[src/rtl/lcf_pkg.sv]
package lcf_pkg;
  localparam int GATES  = 4;
  localparam int MODE_W = 3;

  typedef enum logic [MODE_W-1:0] {
    MODE_AND_OR = 3'd0,
    MODE_OR_XOR = 3'd1,
    MODE_AND4   = 3'd2,
    MODE_SR     = 3'd3,
    MODE_DFF_SR = 3'd4,
    MODE_DFF_OR = 3'd5,
    MODE_JK     = 3'd6,
    MODE_LATCH  = 3'd7
  } cell_mode_e;

  function automatic logic mode_has_state(cell_mode_e m);
    return (m == MODE_SR) || (m == MODE_DFF_SR) || (m == MODE_DFF_OR) ||
           (m == MODE_JK) || (m == MODE_LATCH);
  endfunction
endpackage

[src/rtl/lcf_edge_det.sv]
module lcf_edge_det (
  input  logic clk_i,
  input  logic rst_ni,
  input  logic sig_i,
  output logic rise_o
);
  logic prev_q;

  always_ff @(posedge clk_i or negedge rst_ni) begin
    if (!rst_ni) prev_q <= 1'b0;
    else         prev_q <= sig_i;
  end

  assign rise_o = sig_i & ~prev_q;
endmodule

[src/rtl/lcf_comb_fn.sv]
module lcf_comb_fn
  import lcf_pkg::*;
(
  input  cell_mode_e       mode_i,
  input  logic [GATES-1:0] gate_i,
  output logic             res_o
);
  always_comb begin
    unique case (mode_i)
      MODE_AND_OR: res_o = (gate_i[0] & gate_i[1]) | (gate_i[2] & gate_i[3]);
      MODE_OR_XOR: res_o = (gate_i[0] | gate_i[1]) ^ (gate_i[2] | gate_i[3]);
      MODE_AND4:   res_o = &gate_i;
      default:     res_o = 1'b0;
    endcase
  end
endmodule

[src/rtl/lcf_state_fn.sv]
module lcf_state_fn
  import lcf_pkg::*;
(
  input  logic             clk_i,
  input  logic             rst_ni,
  input  cell_mode_e       mode_i,
  input  logic [GATES-1:0] gate_i,
  input  logic             rise_i,
  output logic             next_o
);
  logic state_q;
  logic set_c, rst_c;

  always_comb begin
    next_o = state_q;
    set_c  = 1'b0;
    rst_c  = 1'b0;
    unique case (mode_i)
      MODE_SR: begin
        set_c = gate_i[0] | gate_i[1];
        rst_c = gate_i[2] | gate_i[3];
        if (set_c)      next_o = 1'b1;
        else if (rst_c) next_o = 1'b0;
      end
      MODE_DFF_SR: begin
        if (gate_i[3])      next_o = 1'b1;
        else if (gate_i[2]) next_o = 1'b0;
        else if (rise_i)    next_o = gate_i[1];
      end
      MODE_DFF_OR: begin
        if (gate_i[2])   next_o = 1'b0;
        else if (rise_i) next_o = gate_i[1] | gate_i[3];
      end
      MODE_JK: begin
        if (gate_i[2]) next_o = 1'b0;
        else if (rise_i) begin
          unique case ({gate_i[1], gate_i[3]})
            2'b11:   next_o = ~state_q;
            2'b10:   next_o = 1'b1;
            2'b01:   next_o = 1'b0;
            default: next_o = state_q;
          endcase
        end
      end
      MODE_LATCH: begin
        if (gate_i[3])       next_o = 1'b1;
        else if (gate_i[0])  next_o = 1'b0;
        else if (!gate_i[2]) next_o = gate_i[1];
      end
      default: next_o = state_q;
    endcase
  end

  // state advances regardless of cell enable
  always_ff @(posedge clk_i or negedge rst_ni) begin
    if (!rst_ni) state_q <= 1'b0;
    else         state_q <= next_o;
  end
endmodule

[src/rtl/lcf_out_stage.sv]
module lcf_out_stage (
  input  logic clk_i,
  input  logic rst_ni,
  input  logic en_i,
  input  logic res_i,
  input  logic inv_i,
  input  logic rise_en_i,
  input  logic fall_en_i,
  output logic out_o,
  output logic irq_o
);
  logic out_q, irq_q, new_c;

  assign new_c = res_i ^ inv_i;

  always_ff @(posedge clk_i or negedge rst_ni) begin
    if (!rst_ni) begin
      out_q <= 1'b0;
      irq_q <= 1'b0;
    end else begin
      irq_q <= en_i & ((~out_q & new_c & rise_en_i) | (out_q & ~new_c & fall_en_i));
      if (en_i) out_q <= new_c;
    end
  end

  assign out_o = out_q;
  assign irq_o = irq_q;
endmodule

[src/rtl/logic_cell_core.sv]
module logic_cell_core
  import lcf_pkg::*;
(
  input  logic              clk_i,
  input  logic              rst_ni,
  input  logic [GATES-1:0]  gate_i,
  input  logic [MODE_W-1:0] mode_i,
  input  logic              en_i,
  input  logic              oe_i,
  input  logic              irq_rise_en_i,
  input  logic              irq_fall_en_i,
  input  logic              out_inv_i,
  output logic              out_o,
  output logic              irq_o,
  output logic              pin_oe_o
);
  cell_mode_e mode;
  logic rise, comb_res, seq_res, res;

  assign mode = cell_mode_e'(mode_i);

  lcf_edge_det u_edge (
    .clk_i (clk_i),
    .rst_ni(rst_ni),
    .sig_i (gate_i[0]),
    .rise_o(rise)
  );

  lcf_comb_fn u_comb (
    .mode_i(mode),
    .gate_i(gate_i),
    .res_o (comb_res)
  );

  lcf_state_fn u_state (
    .clk_i (clk_i),
    .rst_ni(rst_ni),
    .mode_i(mode),
    .gate_i(gate_i),
    .rise_i(rise),
    .next_o(seq_res)
  );

  assign res = mode_has_state(mode) ? seq_res : comb_res;

  lcf_out_stage u_out (
    .clk_i    (clk_i),
    .rst_ni   (rst_ni),
    .en_i     (en_i),
    .res_i    (res),
    .inv_i    (out_inv_i),
    .rise_en_i(irq_rise_en_i),
    .fall_en_i(irq_fall_en_i),
    .out_o    (out_o),
    .irq_o    (irq_o)
  );

  assign pin_oe_o = en_i & oe_i;
endmodule

[config.mk]
export PLATFORM = sky130hd
export DESIGN_NAME = logic_cell_core
export DESIGN_NICKNAME = d
export VERILOG_FILES = /design/src/rtl/lcf_pkg.sv /design/src/rtl/lcf_edge_det.sv /design/src/rtl/lcf_comb_fn.sv /design/src/rtl/lcf_state_fn.sv /design/src/rtl/lcf_out_stage.sv /design/src/rtl/logic_cell_core.sv
export SDC_FILE = /design/constraint.sdc
export NUM_CORES = 1
export LEC_CHECK = 0
export ABC_AREA = 1
export CAP_MARGIN = 10
export CELL_PAD_IN_SITES_DETAIL_PLACEMENT = 1
export CELL_PAD_IN_SITES_GLOBAL_PLACEMENT = 1
export CORE_UTILIZATION = 26
export DETAILED_ROUTE_END_ITERATION = 6
export GPL_ROUTABILITY_DRIVEN = 1
export PLACE_DENSITY_LB_ADDON = 0.1
export SLEW_MARGIN = 0
export SYNTH_ARGS = -nofsm -noshare
export SYNTH_HDL_FRONTEND = slang
export SYNTH_HIERARCHICAL = 1
export SYNTH_SLANG_ARGS = --single-unit
[constraint.sdc]
create_clock -name clk_i -period 1.6 [get_ports clk_i]
set_input_delay 0.16 -clock clk_i [delete_from_list [all_inputs] [get_ports clk_i]]
set_output_delay 0.16 -clock clk_i [all_outputs]
set_load 0.005 [all_outputs]
== Word-level counts from Yosys, hierarchy flattened ==
Index checks and enable logic that the tools add are counted.
Word-level totals
  output and inout port bits: 3
  flip-flop bits (word level): 4
  logic and storage cells: 56
  bits of input ports: 14
Operators by class
  bitwise gates (word level): 20
  mux-type cells: 16
  reductions and logical operators: 6
  eq/ne operators: 10
Operators with widths (number)
  $mux 1: 13
  $eq 3x3->1 const B: 4
  $and 1x1->1: 9
  $eq 3x2->1 const B: 2
  $pmux 1 s3: 2
  $or 1x1->1: 5
  $pmux 1 s5: 1
  $eq 2x2->1 const B: 2
  $logic_or 1x1->1: 4
  $not 1->1: 4
  $reduce_and 4->1: 1
  $eq 3x1->1 const B: 1
  $logic_not 3->1: 1
  $eq 2x1->1 const B: 1
  $xor 1x1->1: 2

== Logic depth before layout (Yosys ltp) ==
  depth in word-level cells: 13
  depth in mapped cells: 17
  mapped depth without buffers: 17

== By module ==
The synthesis kept the hierarchy.
By module, submodules not included
  lcf_state_fn: instances 1, cells an instance 36, area each 173.9 µm², sequential area each 25.0 µm²
  lcf_out_stage: instances 1, cells an instance 18, area each 121.4 µm², sequential area each 50.0 µm²
  lcf_comb_fn: instances 1, cells an instance 22, area each 87.6 µm², sequential area each 0.0 µm²
  lcf_edge_det: instances 1, cells an instance 3, area each 35.0 µm², sequential area each 25.0 µm²
  logic_cell_core: instances 1, cells an instance 8, area each 31.3 µm², sequential area each 0.0 µm²

== Worst setup path after synthesis ==
OpenSTA, ideal clock, no wires.
  path type: register to register
  start: register u_edge.prev_q
  end: register u_out.irq_q, in the netlist u_out/irq_o
  library setup time: 0.116 ns
  data arrival time: 1.352 ns
  data required time: 1.484 ns
  path buffers: 0
  stages on the path, launching flop included: 17
  path slack: 0.133 ns
  cells stage by stage: dfrtp_1 > nor2_2 > inv_1 > o21ai_0 > nand2_1 > nand2_1 > nand2_1 > nand2_1 > inv_1 > nand2_1 > nand2_1 > nand2_1 > inv_1 > nand2_1 > nand2_2 > nor2_2 > nor2_1
On the way
  word-level cells in the longest chain between the ends: 13
  elaborated cells between the ends (all ways): 19
RTL lines
  from (decl): RTL line lcf_edge_det.sv:7  | logic prev_q;
  from (signal assigned): RTL line lcf_edge_det.sv:11  | else prev_q <= sig_i;
  $not 1->1 *: RTL line lcf_edge_det.sv:14  | assign rise_o = sig_i & ~prev_q;
  $and 1x1->1 *: RTL line lcf_edge_det.sv:14
  named net rise: RTL line logic_cell_core.sv:18  | logic rise, comb_res, seq_res, res;
  $mux 1: RTL line lcf_state_fn.sv:28  | else if (rise_i) next_o = gate_i[1];
  $mux 1: RTL line lcf_state_fn.sv:27  | else if (gate_i[2]) next_o = 1'b0;
  $mux 1: RTL line lcf_state_fn.sv:26  | if (gate_i[3]) next_o = 1'b1;
  $pmux 1 s5 *: RTL line lcf_state_fn.sv:18  | unique case (mode_i)
  named net seq_res: RTL line logic_cell_core.sv:18
  $mux 1 *: RTL line logic_cell_core.sv:44  | assign res = mode_has_state(mode) ? seq_res : comb_res;
  named net res: RTL line logic_cell_core.sv:18
  $xor 1x1->1 *: RTL line lcf_out_stage.sv:14  | assign new_c = res_i ^ inv_i;
  $not 1->1: RTL line lcf_out_stage.sv:21  | irq_q <= en_i & ((~out_q & new_c & rise_en_i) | (out_q & ~new_c & fall_en_i));
  $and 1x1->1 (2 in a row): RTL line lcf_out_stage.sv:21
  $or 1x1->1 *: RTL line lcf_out_stage.sv:21
  $and 1x1->1 *: RTL line lcf_out_stage.sv:21
  to (signal assigned): RTL line lcf_out_stage.sv:21
  to (decl): RTL line lcf_out_stage.sv:12  | logic out_q, irq_q, new_c;
The timed path passes the listed nets; every way through them passes the cells marked *.
A chain may end at the register's enable or synchronous reset.

== Worst setup path in the final report ==
Same ends and word-level chain as after synthesis.

==> summary.txt <==
Pwr
  – Seq pwr share: 26.8%
  – Net Sw Power: 0.1536 mW
  – Leakage: 0.4482 nW
  – Sw Ratio: 33.73%
  – PwrDens: 587.0 nW/µm²
  – Worst vdd ir: 0.0002506 V
  – Part of the power in combinational logic: 43.9%
  – Clock power frac: 29.3%
  – P_int: 0.3018 mW

Setup path
  – Flop-to-flop setup slack: -0.03 ns
  – Worst Path Arrival: 1.80 ns
  – Critical path endpoint: u_out/irq_o
  – Reg-to-Reg Start: u_edge/prev_q
  – Worst Setup SP: u_edge/prev_q
  – Worst r2r dst: u_out/irq_o
  – CP Max Fanout: 3
  – Critical path required time: 1.77 ns
  – R2R cell count: 16
  – Crit. End Element: flop
  – Worst setup path class: reg -> reg
  – Worst setup SP type: flop

Global routing
  – Vias in the first global route: 624
  – First-pass GRT wire length: 2615 µm
  – Total GRT Usage: 18.46%
  – Largest net degree at the start of global routing: 8
  – Initial antenna violation count: 0
  – Total congestion overflow: 0

CTS
  – CTS Hold Bufs: 0
  – CTS Buf Count: 3
  – CTS HTree Levels: 1
  – CTS tree: yes
  – Clk root buf: clkbuf_4
  – Clock tree sinks: 4
  – Skew-Pair Late Insertion Delay: 0.24 ns
  – Clk buf depth: 2
  – Clk slew on worst S/H paths: 0.04 ns

Place
  – Pre-CTS setup slack: -0.4014 ns
  – Placed inst area: 711.9 µm²
  – IO buf count: 16
  – HPWL after DPL: 1246 µm
  – Placer Congestion: 0.7663

Route
  – Vias: 630
  – Drt pass-1 iters: 6
  – DRC Markers: 2
  – DR WL/cell: 10.98 µm
  – DRT antenna net count: 0
  – Initial DRC count: 9
  – Vias/cell: 4.632
  – Routed WL: 1493 µm

Hold path
  – Worst min-delay path category: in -> async

Final layout
  – Share of cells above drive strength 1: 25.00%
  – Synth-to-layout area growth: 72.70%
  – Design area: 775.7 µm²
  – Nets: 136
  – Antenna cells: 0
  – Post-layout util: 49.76%

Timing
  – Final Hold Fails: 0
  – Min Hold Slack: 0.1178 ns
  – Final Cycle Share: 102.0%
  – Slew Viols, Final: 0
  – Endpoints failing setup: 1
  – Max-slew headroom: 80.63%
  – Minimum clock period: 1.632 ns
  – Timing-limited maximum frequency: 612.6 MHz
  – Clk_skew: 0.005478 ns
  – Setup WS post-layout: -0.03228 ns
  – Setup TNS: -0.03228 ns
  – RSZ-0062 raised after global routing: true
  – Actual slew at the worst max-slew pin: 0.2905 ns

Synthesis
  – Post-Syn Area: 449.2 µm²
  – FF+latch count, synth: 4
  – Synth unique cells: 13
  – Syn_nets: 101
  – YS warnings: 6
  – Synthesized area per cell: 5.163 µm²
  – Syn Inst Count: 87
  – Seq/Total Area, Yosys: 22.28%

Die
  – Starting Density: 28.81%
  – Die Height: 43.57 µm
  – Die ar.: 1898 µm²
  – FP Rows: 14
  – Ports: 17
  – Core area: 1559 µm²
  – Die X: 43.57 µm

Outcome
  – Status: finished, violations left
  – Failing checks: design-rule violations, negative setup slack

Flow run
  – Max Cap Viol: 0
## worst min-delay path by stage
stage | start | endpoint | slack, ns | depth (start not counted)
floorplan | rst_ni | u_edge/prev_q | -0.14 | 0
global placement | rst_ni | u_state/state_q | 0.38 | 1
detailed placement | rst_ni | u_out/out_o | 0.38 | 1
CTS | rst_ni | u_edge/prev_q | 0.12 | 1
global route | rst_ni | u_edge/prev_q | 0.12 | 1
finish | rst_ni | u_edge/prev_q | 0.12 | 1
## kinds of logic after synthesis
group / Yosys count / share of synthesized area, %
flip-flops: 4 / 22.29
buffers and inverters: 18 / 15.04
AO/OA/AOI/OAI: 6 / 8.077
AND/OR/NAND/NOR: 59 / 54.60
## layout by cell type (no fill, tap or decap), drive strengths merged
cell and instances:
nand4 1, o21ai 3, nand2 35, clkdlybuf4s50 13
clkbuf 3, buf 14, nor2 13, a21o 1
dfrtp 4, nand3 9, inv 18, dlygate4sd2 3
or2 1, a21oi 2
## flip-flops by register name (all words and copies together) (netlist names)
name	count
u_edge/prev_q	1
u_out/irq_o	1
u_out/out_o	1
u_state/state_q	1
## routing by layer
metal | up-vias | part of all wire [%] | GRT usage [%]
met1 | 291 | 45 | 23.65
li1 | 328 | - | -
met2 | 9 | 52 | 31.94
met4 | 0 | 0.74 | 5.625
met5 | - | 0 | 0
met3 | 2 | 3.0 | 2.500
## cell usage after synthesis
master,n,share of area [%]
nor2_1,11,9.2
a21o_1,1,1.7
nand3_1,9,10
dfrtp_1,4,22
nand2_1,34,28
a21oi_2,1,2.0
inv_1,18,15
o21ai_0,3,3.3
or2_1,1,1.4
nand4_1,1,1.4
a21oi_1,1,1.1
nand2_2,1,1.4
nor2_2,2,2.8
## critical path, cell delays in order, from the launching register on
cell	delay, ns
dfrtp_1	0.37
nor2_2	0.13
buf_4	0.13
nor2_2	0.03
nor2_1	0.09
nand3_1	0.09
nand2_1	0.06
nand2_1	0.05
nand2_1	0.06
nand2_2	0.07
nand2_2	0.07
nand2_2	0.06
inv_2	0.07
nand2_2	0.05
nand2_2	0.09
nor2_2	0.04
nor2_1	0.10
## metrics by stage
stage	instances	power, mW
2_1_floorplan	87	0.1979
3_3_place_gp	130	0.2951
3_5_place_dp	130	0.3024
4_1_cts	135	0.4491
5_1_grt	136	0.4994
6_report	136	0.4554
## timing repair
action | 4_1_cts | 5_1_grt
pin swaps | 9 | 11
buffers inserted | 2 | 1
resized for setup | 8 | 5
endpoints found under the setup margin | 2 | 2
## area by class of cell
type	instances	area, µm²
multi-input cells	65	304.0
clock buffers	3	22.52
repair buffers	30	261.5
flip-flops and latches	4	100.1
fillers	225	783.3
well taps	16	20.02
inverters	18	67.56
## power groups by stage
stage	Clock [mW]	Sequential, mW	Combinational [mW]
2_1_floorplan	0	0.122	0.0756
3_3_place_gp	0	0.124	0.171
3_5_place_dp	0	0.124	0.179
4_1_cts	0.138	0.123	0.189
5_1_grt	0.152	0.125	0.222
6_report	0.133	0.122	0.200
(Power assumes the default switching activity.)
